[src/rtl/mcic_pkg.sv]
package mcic_pkg;
    localparam int unsigned ID_W       = 10;
    localparam logic [ID_W-1:0] ID_NONE = 10'd1023;
    localparam int unsigned MAX_CORES  = 4;

    // global region offsets
    localparam int unsigned OFF_CTRL   = 'h000;
    localparam int unsigned OFF_EN_SET = 'h030;
    localparam int unsigned OFF_EN_CLR = 'h034;
    localparam int unsigned OFF_ROUTE  = 'h100;
    // per-core region offsets
    localparam int unsigned OFF_ACK    = 'h044;
    localparam int unsigned OFF_MSK_SET = 'h048;
    localparam int unsigned OFF_MSK_CLR = 'h04C;

    typedef struct packed {
        logic [MAX_CORES-1:0] fiq;
        logic [MAX_CORES-1:0] irq;
    } route_t;

    typedef enum logic [2:0] {
        OP_NONE,
        OP_EN_SET,
        OP_EN_CLR,
        OP_MSK_SET,
        OP_MSK_CLR,
        OP_ROUTE
    } op_e;
endpackage

[src/rtl/mcic_regs.sv]
module mcic_regs
    import mcic_pkg::*;
#(
    parameter int unsigned NUM_SRC   = 64,
    parameter int unsigned NUM_CORES = 4,
    parameter int unsigned PRIV_LAST = 28,
    localparam int unsigned SRC_W    = $clog2(NUM_SRC),
    localparam int unsigned CORE_W   = (NUM_CORES > 1) ? $clog2(NUM_CORES) : 1
) (
    input  logic                              clk_i,
    input  logic                              rst_ni,
    input  op_e                               op_i,
    input  logic [ID_W-1:0]                   idx_i,
    input  logic [CORE_W-1:0]                 core_i,
    input  route_t                            route_i,
    output logic [NUM_SRC-1:0]                en_o,
    output logic [NUM_CORES-1:0][NUM_SRC-1:0] mask_o,
    output route_t [NUM_SRC-1:0]              route_o
);
    typedef struct packed {
        logic [NUM_SRC-1:0]                en;
        logic [NUM_CORES-1:0][NUM_SRC-1:0] mask;
        route_t [NUM_SRC-1:0]              route;
    } state_t;

    state_t st_d, st_q;
    logic   in_range, is_priv;
    logic [SRC_W-1:0] sel;

    always_comb begin
        st_d     = st_q;
        in_range = idx_i < ID_W'(NUM_SRC);
        is_priv  = idx_i <= ID_W'(PRIV_LAST);
        sel      = idx_i[SRC_W-1:0];
        if (in_range) begin
            unique case (op_i)
                OP_EN_SET:  if (!is_priv) st_d.en[sel] = 1'b1;
                OP_EN_CLR:  if (!is_priv) st_d.en[sel] = 1'b0;
                OP_MSK_SET: if (is_priv)  st_d.mask[core_i][sel] = 1'b1;
                OP_MSK_CLR: if (is_priv)  st_d.mask[core_i][sel] = 1'b0;
                OP_ROUTE:   st_d.route[sel] = route_i;
                default: ;
            endcase
        end
    end

    always_ff @(posedge clk_i) begin
        if (!rst_ni) begin
            st_q.en    <= '0;
            st_q.mask  <= '1;
            st_q.route <= '0;
        end else begin
            st_q <= st_d;
        end
    end

    assign en_o    = st_q.en;
    assign mask_o  = st_q.mask;
    assign route_o = st_q.route;
endmodule

[src/rtl/mcic_gate.sv]
module mcic_gate
    import mcic_pkg::*;
#(
    parameter int unsigned NUM_SRC   = 64,
    parameter int unsigned NUM_CORES = 4,
    parameter int unsigned PRIV_LAST = 28
) (
    input  logic [NUM_SRC-1:0]                en_i,
    input  logic [NUM_CORES-1:0][NUM_SRC-1:0] mask_i,
    input  route_t [NUM_SRC-1:0]              route_i,
    input  logic [NUM_SRC-1:2]                periph_src_i,
    input  logic [NUM_CORES-1:0]              ipi_sum_i,
    input  logic [NUM_CORES-1:0]              msg_sum_i,
    output logic [NUM_CORES-1:0][NUM_SRC-1:0] pend_o
);
    logic [NUM_CORES-1:0] unused_mask;
    logic                 unused_rest;

    for (genvar c = 0; c < NUM_CORES; c++) begin : g_core
        for (genvar n = 0; n < NUM_SRC; n++) begin : g_src
            logic level;
            if (n == 0) begin : g_ipi
                assign level = ipi_sum_i[c];
            end else if (n == 1) begin : g_msg
                assign level = msg_sum_i[c];
            end else begin : g_dev
                assign level = periph_src_i[n];
            end
            if (n <= PRIV_LAST) begin : g_priv
                assign pend_o[c][n] = level & ~mask_i[c][n];
            end else begin : g_shared
                assign pend_o[c][n] = level & en_i[n] & route_i[n].irq[c];
            end
        end
        // mask bits of shared sources carry no meaning
        assign unused_mask[c] = ^mask_i[c][NUM_SRC-1:PRIV_LAST+1];
    end

    always_comb begin
        unused_rest = ^en_i[PRIV_LAST:0];
        for (int n = 0; n < NUM_SRC; n++) begin
            unused_rest = unused_rest ^ (^route_i[n].fiq);
            if (n <= PRIV_LAST) unused_rest = unused_rest ^ (^route_i[n].irq);
        end
        for (int c = NUM_CORES; c < MAX_CORES; c++) begin
            for (int n = 0; n < NUM_SRC; n++) unused_rest = unused_rest ^ route_i[n].irq[c];
        end
    end
endmodule

[src/rtl/mcic_prio.sv]
module mcic_prio
    import mcic_pkg::*;
#(
    parameter int unsigned NUM_SRC = 64
) (
    input  logic [NUM_SRC-1:0] pend_i,
    output logic [ID_W-1:0]    id_o
);
    always_comb begin
        id_o = ID_NONE;
        for (int n = NUM_SRC - 1; n >= 0; n--) begin
            if (pend_i[n]) id_o = ID_W'(n);
        end
    end
endmodule

[src/rtl/mcic_top.sv]
module mcic_top
    import mcic_pkg::*;
#(
    parameter int unsigned NUM_SRC   = 64,
    parameter int unsigned NUM_CORES = 4,
    parameter int unsigned PRIV_LAST = 28,
    parameter int unsigned ADDR_W    = 12,
    localparam int unsigned CORE_W   = (NUM_CORES > 1) ? $clog2(NUM_CORES) : 1
) (
    input  logic                 clk_i,
    input  logic                 rst_ni,
    input  logic                 bus_valid_i,
    input  logic                 bus_write_i,
    input  logic                 bus_percore_i,
    input  logic [CORE_W-1:0]    bus_core_i,
    input  logic [ADDR_W-1:0]    bus_addr_i,
    input  logic [31:0]          bus_wdata_i,
    output logic                 bus_rvalid_o,
    output logic [31:0]          bus_rdata_o,
    input  logic [NUM_SRC-1:2]   periph_src_i,
    input  logic [NUM_CORES-1:0] ipi_sum_i,
    input  logic [NUM_CORES-1:0] msg_sum_i,
    output logic [NUM_CORES-1:0] irq_o
);
    localparam int unsigned SRC_W = $clog2(NUM_SRC);
    localparam logic [ADDR_W:0] ROUTE_END = (ADDR_W+1)'(OFF_ROUTE + 4 * NUM_SRC);

    typedef struct packed {
        logic                 rvalid;
        logic [31:0]          rdata;
        logic [NUM_CORES-1:0] irq;
    } out_t;

    out_t out_d, out_q;

    op_e                               op;
    logic [ID_W-1:0]                   idx;
    route_t                            route_w;
    logic                              route_hit;
    logic [ADDR_W-1:0]                 route_off;
    logic [SRC_W-1:0]                  ridx;
    logic [NUM_SRC-1:0]                en;
    logic [NUM_CORES-1:0][NUM_SRC-1:0] mask;
    route_t [NUM_SRC-1:0]              route;
    logic [NUM_CORES-1:0][NUM_SRC-1:0] pend;
    logic [ID_W-1:0]                   ack_id [NUM_CORES];
    logic                              unused_wdata;

    assign unused_wdata = ^{bus_wdata_i[31:12], bus_wdata_i[7:4]};

    // address decode
    always_comb begin
        route_off = bus_addr_i - ADDR_W'(OFF_ROUTE);
        ridx      = route_off[SRC_W+1:2];
        route_hit = ({1'b0, bus_addr_i} >= (ADDR_W+1)'(OFF_ROUTE)) &&
                    ({1'b0, bus_addr_i} < ROUTE_END) && (bus_addr_i[1:0] == 2'b00);
        route_w.irq = bus_wdata_i[3:0];
        route_w.fiq = bus_wdata_i[11:8];
        op  = OP_NONE;
        idx = bus_wdata_i[ID_W-1:0];
        if (bus_valid_i && bus_write_i) begin
            if (bus_percore_i) begin
                if (bus_addr_i == ADDR_W'(OFF_MSK_SET))      op = OP_MSK_SET;
                else if (bus_addr_i == ADDR_W'(OFF_MSK_CLR)) op = OP_MSK_CLR;
            end else begin
                if (bus_addr_i == ADDR_W'(OFF_EN_SET))      op = OP_EN_SET;
                else if (bus_addr_i == ADDR_W'(OFF_EN_CLR)) op = OP_EN_CLR;
                else if (route_hit) begin
                    op  = OP_ROUTE;
                    idx = ID_W'(ridx);
                end
            end
        end
    end

    mcic_regs #(
        .NUM_SRC(NUM_SRC), .NUM_CORES(NUM_CORES), .PRIV_LAST(PRIV_LAST)
    ) u_regs (
        .clk_i(clk_i), .rst_ni(rst_ni), .op_i(op), .idx_i(idx),
        .core_i(bus_core_i), .route_i(route_w),
        .en_o(en), .mask_o(mask), .route_o(route)
    );

    mcic_gate #(
        .NUM_SRC(NUM_SRC), .NUM_CORES(NUM_CORES), .PRIV_LAST(PRIV_LAST)
    ) u_gate (
        .en_i(en), .mask_i(mask), .route_i(route),
        .periph_src_i(periph_src_i), .ipi_sum_i(ipi_sum_i), .msg_sum_i(msg_sum_i),
        .pend_o(pend)
    );

    for (genvar c = 0; c < NUM_CORES; c++) begin : g_prio
        mcic_prio #(.NUM_SRC(NUM_SRC)) u_prio (
            .pend_i(pend[c]), .id_o(ack_id[c])
        );
    end

    always_comb begin
        out_d.rvalid = bus_valid_i && !bus_write_i;
        out_d.rdata  = '0;
        if (bus_valid_i && !bus_write_i) begin
            if (bus_percore_i) begin
                if (bus_addr_i == ADDR_W'(OFF_ACK))
                    out_d.rdata = {{(32-ID_W){1'b0}}, ack_id[bus_core_i]};
            end else if (bus_addr_i == ADDR_W'(OFF_CTRL)) begin
                out_d.rdata = 32'(NUM_SRC) << 2;
            end else if (route_hit) begin
                out_d.rdata = {20'b0, route[ridx].fiq, 4'b0, route[ridx].irq};
            end
        end
        for (int c = 0; c < NUM_CORES; c++) out_d.irq[c] = |pend[c];
    end

    always_ff @(posedge clk_i) begin
        if (!rst_ni) out_q <= '0;
        else         out_q <= out_d;
    end

    assign bus_rvalid_o = out_q.rvalid;
    assign bus_rdata_o  = out_q.rdata;
    assign irq_o        = out_q.irq;
endmodule

[config.mk]
export PLATFORM = sky130hd
export DESIGN_NAME = mcic_top
export DESIGN_NICKNAME = d
export VERILOG_FILES = /design/src/rtl/mcic_pkg.sv /design/src/rtl/mcic_regs.sv /design/src/rtl/mcic_gate.sv /design/src/rtl/mcic_prio.sv /design/src/rtl/mcic_top.sv
export SDC_FILE = /design/constraint.sdc
export NUM_CORES = 2
export LEC_CHECK = 0
export BUFFER_PORTS_ARGS = -buffer_cell sky130_fd_sc_hd__buf_2
export CORE_ASPECT_RATIO = 0.75
export CORE_MARGIN = 2
export CORE_UTILIZATION = 50
export CTS_BUF_LIST = sky130_fd_sc_hd__clkbuf_8
export DETAILED_ROUTE_END_ITERATION = 6
export PLACE_DENSITY = 0.64
export SYNTH_ARGS = -nofsm -noshare
export SYNTH_HDL_FRONTEND = slang
export SYNTH_SLANG_ARGS = --single-unit
export TNS_END_PERCENT = 50
[constraint.sdc]
create_clock -name clk_i -period 4.6 [get_ports clk_i]
set_input_delay 0.69 -clock clk_i [delete_from_list [all_inputs] [get_ports clk_i]]
set_output_delay 0.69 -clock clk_i [all_outputs]
set_load 0.02 [all_outputs]
==> results.yml <==
layout:
  layout_common_cells: "dfxtp_1, nor2_1, mux2i_1, nand2_1, a21oi_1"
  post-route-util: 0.562
  design_area_um2: 37700
  fillCellCount: 6167
  syn_to_final_growth_pct: 10.7
  layout_commonest_cell: "dfxtp_1"
  drive_gt1_frac: 0.147
  nNetsFinal: 4034
worst_setup_path:
  crit_fanout: 16
  crit_type: "in -> reg"
  end_kind: "flop"
  worstPathArrival_ns: 4.17
  ff2ff_setup_slack_ns: 1.40
  crit_required_ns: 5.20
  crit_path_start_kind: "primary input"
sta:
  timing.fmax_mhz: 280
  slew_headroom: 0.199
  timing.final.ws_setup_ns: 1.03
  worst-slew-pin-transition_ns: 1.17
  fin_skew_ns: 0.0449
  final.min_clock_period_ns: 3.57
  fin_crit_sh: 0.777
  hold_viol_final: 0
  setup_tns_ns: 0
  finalSetupViolCount: 0
  rsz0062_at_grt: "no"
  drv_slew: 0
flow_run:
  drv_cap: 0
run_status:
  status: "finished clean"
place:
  port_buffers: 117
  dpl_cell_area_um2: 35600
  gp_congestion: 1.04
  place_ws_ns: 0.330
  hpwl_mm: 86.7
logic_synthesis:
  synth_edf_count: 0
  netlist_instances: 3841
  synth_warnings: 0
  yosysUniqueCellTypes: 79
  ys_seq_area_frac: 0.399
  synthArstFlopShare: 0
  syn_area_um2: 34100
  synthFlopType: "dfxtp_1"
  syn-mean-instance-area_um2: 8.87
  yosys_register_bits: 679
route:
  wl_mm: 122
  drtPass1Iterations: 6
  routedWlPerCell_um: 25.0
  vias_per_cell: 6.26
  drcViolationCount: 0
  vias: 30500
  drt_iter0_markers: 4265
  ant_nets: 0
power:
  total_power_mw: 11.7
  powerDensity_nw_per_um2: 311
  ir_drop_mv: 0.266
  leakage_nw: 15.5
clock_tree:
  cts_tree: "yes"
  cts_setup_buffers: 0
  post_cts_resized: 0
  clock-sinks: 679
  cts.reportedPaths.clkPinSlew_ns: 0.07
  cts_root_buffer: "clkbuf_8"
  numCtsBuffers: 106
  clkLatencyLatePin_ns: 0.78
  cts_max_level: 3
  cts_buffer_depth: 3
  holdBufCountCts: 0
global_routing:
  gr-usage-met1: 0.534
  grt-ovfl-total: 0
  grt_usage: 0.340
  grt_pass1_vias: 27400
  grt_use_met2: 0.447
  grt_pass1_wl_mm: 180
  grt_max_degree: 151
  antenna_found_initial: 10
  met3_usage: 0.0897
  grt.busiest_layer: "met1"
worst_hold_path:
  hp-class: "in -> reg"
die:
  rows: 82
  die_w_um: 305
  io-pin-count: 158
  dieArea_um2: 70200
  core-area_um2: 67100
  initial_core_util: 0.508
  die_h_um: 230
-- layer usage --
metal  wire (um)  share of wire  vias to the layer above
li1            -              -                    13900
met1       56600           0.46                    14800
met2       48000           0.39                     1641
met3       14200           0.12                      204
met4        3090          0.025                        4
met5          23        0.00019                        -
-- layout make-up --
| type | count | area (um^2) | share of cell area |
|---|---|---|---|
| clock inverters | 56 | 325 | 0.00863 |
| well taps | 882 | 1100 | 0.0293 |
| diodes | 7 | 17.5 | 0.000465 |
| multi-input cells | 2901 | 19400 | 0.514 |
| clock buffers | 130 | 1790 | 0.0475 |
| inverters | 20 | 82.6 | 0.00219 |
| flip-flops and latches | 679 | 13600 | 0.360 |
| repair buffers | 205 | 1410 | 0.0375 |
-- worst paths after layout --
| path | start | endpoint | cells past startpoint |
|---|---|---|---|
| max reg2reg | flop | bus_rdata_o[9]$_SDFF_PN0_ | 7 |
| min reg2reg | u_regs.route_o[186]$_SDFFE_PN0P_ | u_regs.route_o[186]$_SDFFE_PN0P_ | 2 |
| min | bus_wdata_i[0] | u_regs.route_o[384]$_SDFFE_PN0P_ | 3 |
| max | bus_addr_i[10] | u_regs.route_o[356]$_SDFFE_PN0P_ | 9 |
-- cell usage after synthesis, types with 9 or more instances --
| cell type | count | area, um^2 |
|---|---|---|
| inv_1 | 19 | 71.3 |
| o21ai_0 | 83 | 415 |
| and3_1 | 28 | 175 |
| a31oi_1 | 20 | 125 |
| nand4_1 | 75 | 469 |
| mux2i_1 | 413 | 4130 |
| mux4_2 | 151 | 3400 |
| a22oi_1 | 9 | 67.6 |
| nand2b_1 | 135 | 845 |
| nor3_2 | 10 | 100 |
| and2_1 | 10 | 62.6 |
| clkbuf_1 | 170 | 638 |
| nand3_1 | 230 | 1150 |
| o211ai_1 | 15 | 113 |
| nand2_2 | 10 | 62.6 |
| dfxtp_1 | 679 | 13600 |
| nor4_1 | 22 | 138 |
| nor2b_1 | 33 | 206 |
| buf_1 | 33 | 124 |
| a21oi_1 | 322 | 1610 |
| nor3_1 | 133 | 666 |
| a211oi_1 | 13 | 97.6 |
| nor3_4 | 12 | 195 |
| buf_2 | 33 | 165 |
| nand2_1 | 385 | 1450 |
| nor2_1 | 606 | 2270 |
| buf_4 | 23 | 173 |
-- critical path: stages --
cell	delay, ns
buf_2	0.10
or4_4	0.58
or4b_1	0.78
or4_1	0.66
a22oi_2	0.22
buf_4	0.35
nand2_1	0.44
mux2i_1	0.28
nor2_1	0.05
-- power by group --
| group | internal [mW] | leakage (nW) | switching, mW |
|---|---|---|---|
| registers | 5.88 | 5.47 | 0.000104 |
| logic | 0.167 | 8.75 | 0.500 |
| clock network | 2.70 | 1.24 | 2.47 |
-- metrics by stage --
| stage | hold WS, ns | cells |
|---|---|---|
| 2_1_floorplan | 0.429 | 3860 |
| 3_3_place_gp | 0.436 | 4687 |
| 3_5_place_dp | 0.442 | 4687 |
| 4_1_cts | 0.369 | 4873 |
| 5_1_grt | 0.381 | 4880 |
| 6_report | 0.412 | 4880 |
-- logic make-up (layout without fill, tap and decap cells) --
kind of cell	count (synthesis)	count (layout)	share of synthesized area
AOI/OAI and AO/OA	565	565	0.100
DFF	679	679	0.399
muxes	566	566	0.222
and+or+nand+nor	1750	1750	0.244
other	1	27	0.000110
buffers and inverters	280	411	0.0348
Note: power is estimated with default switching activity, not from simulation.
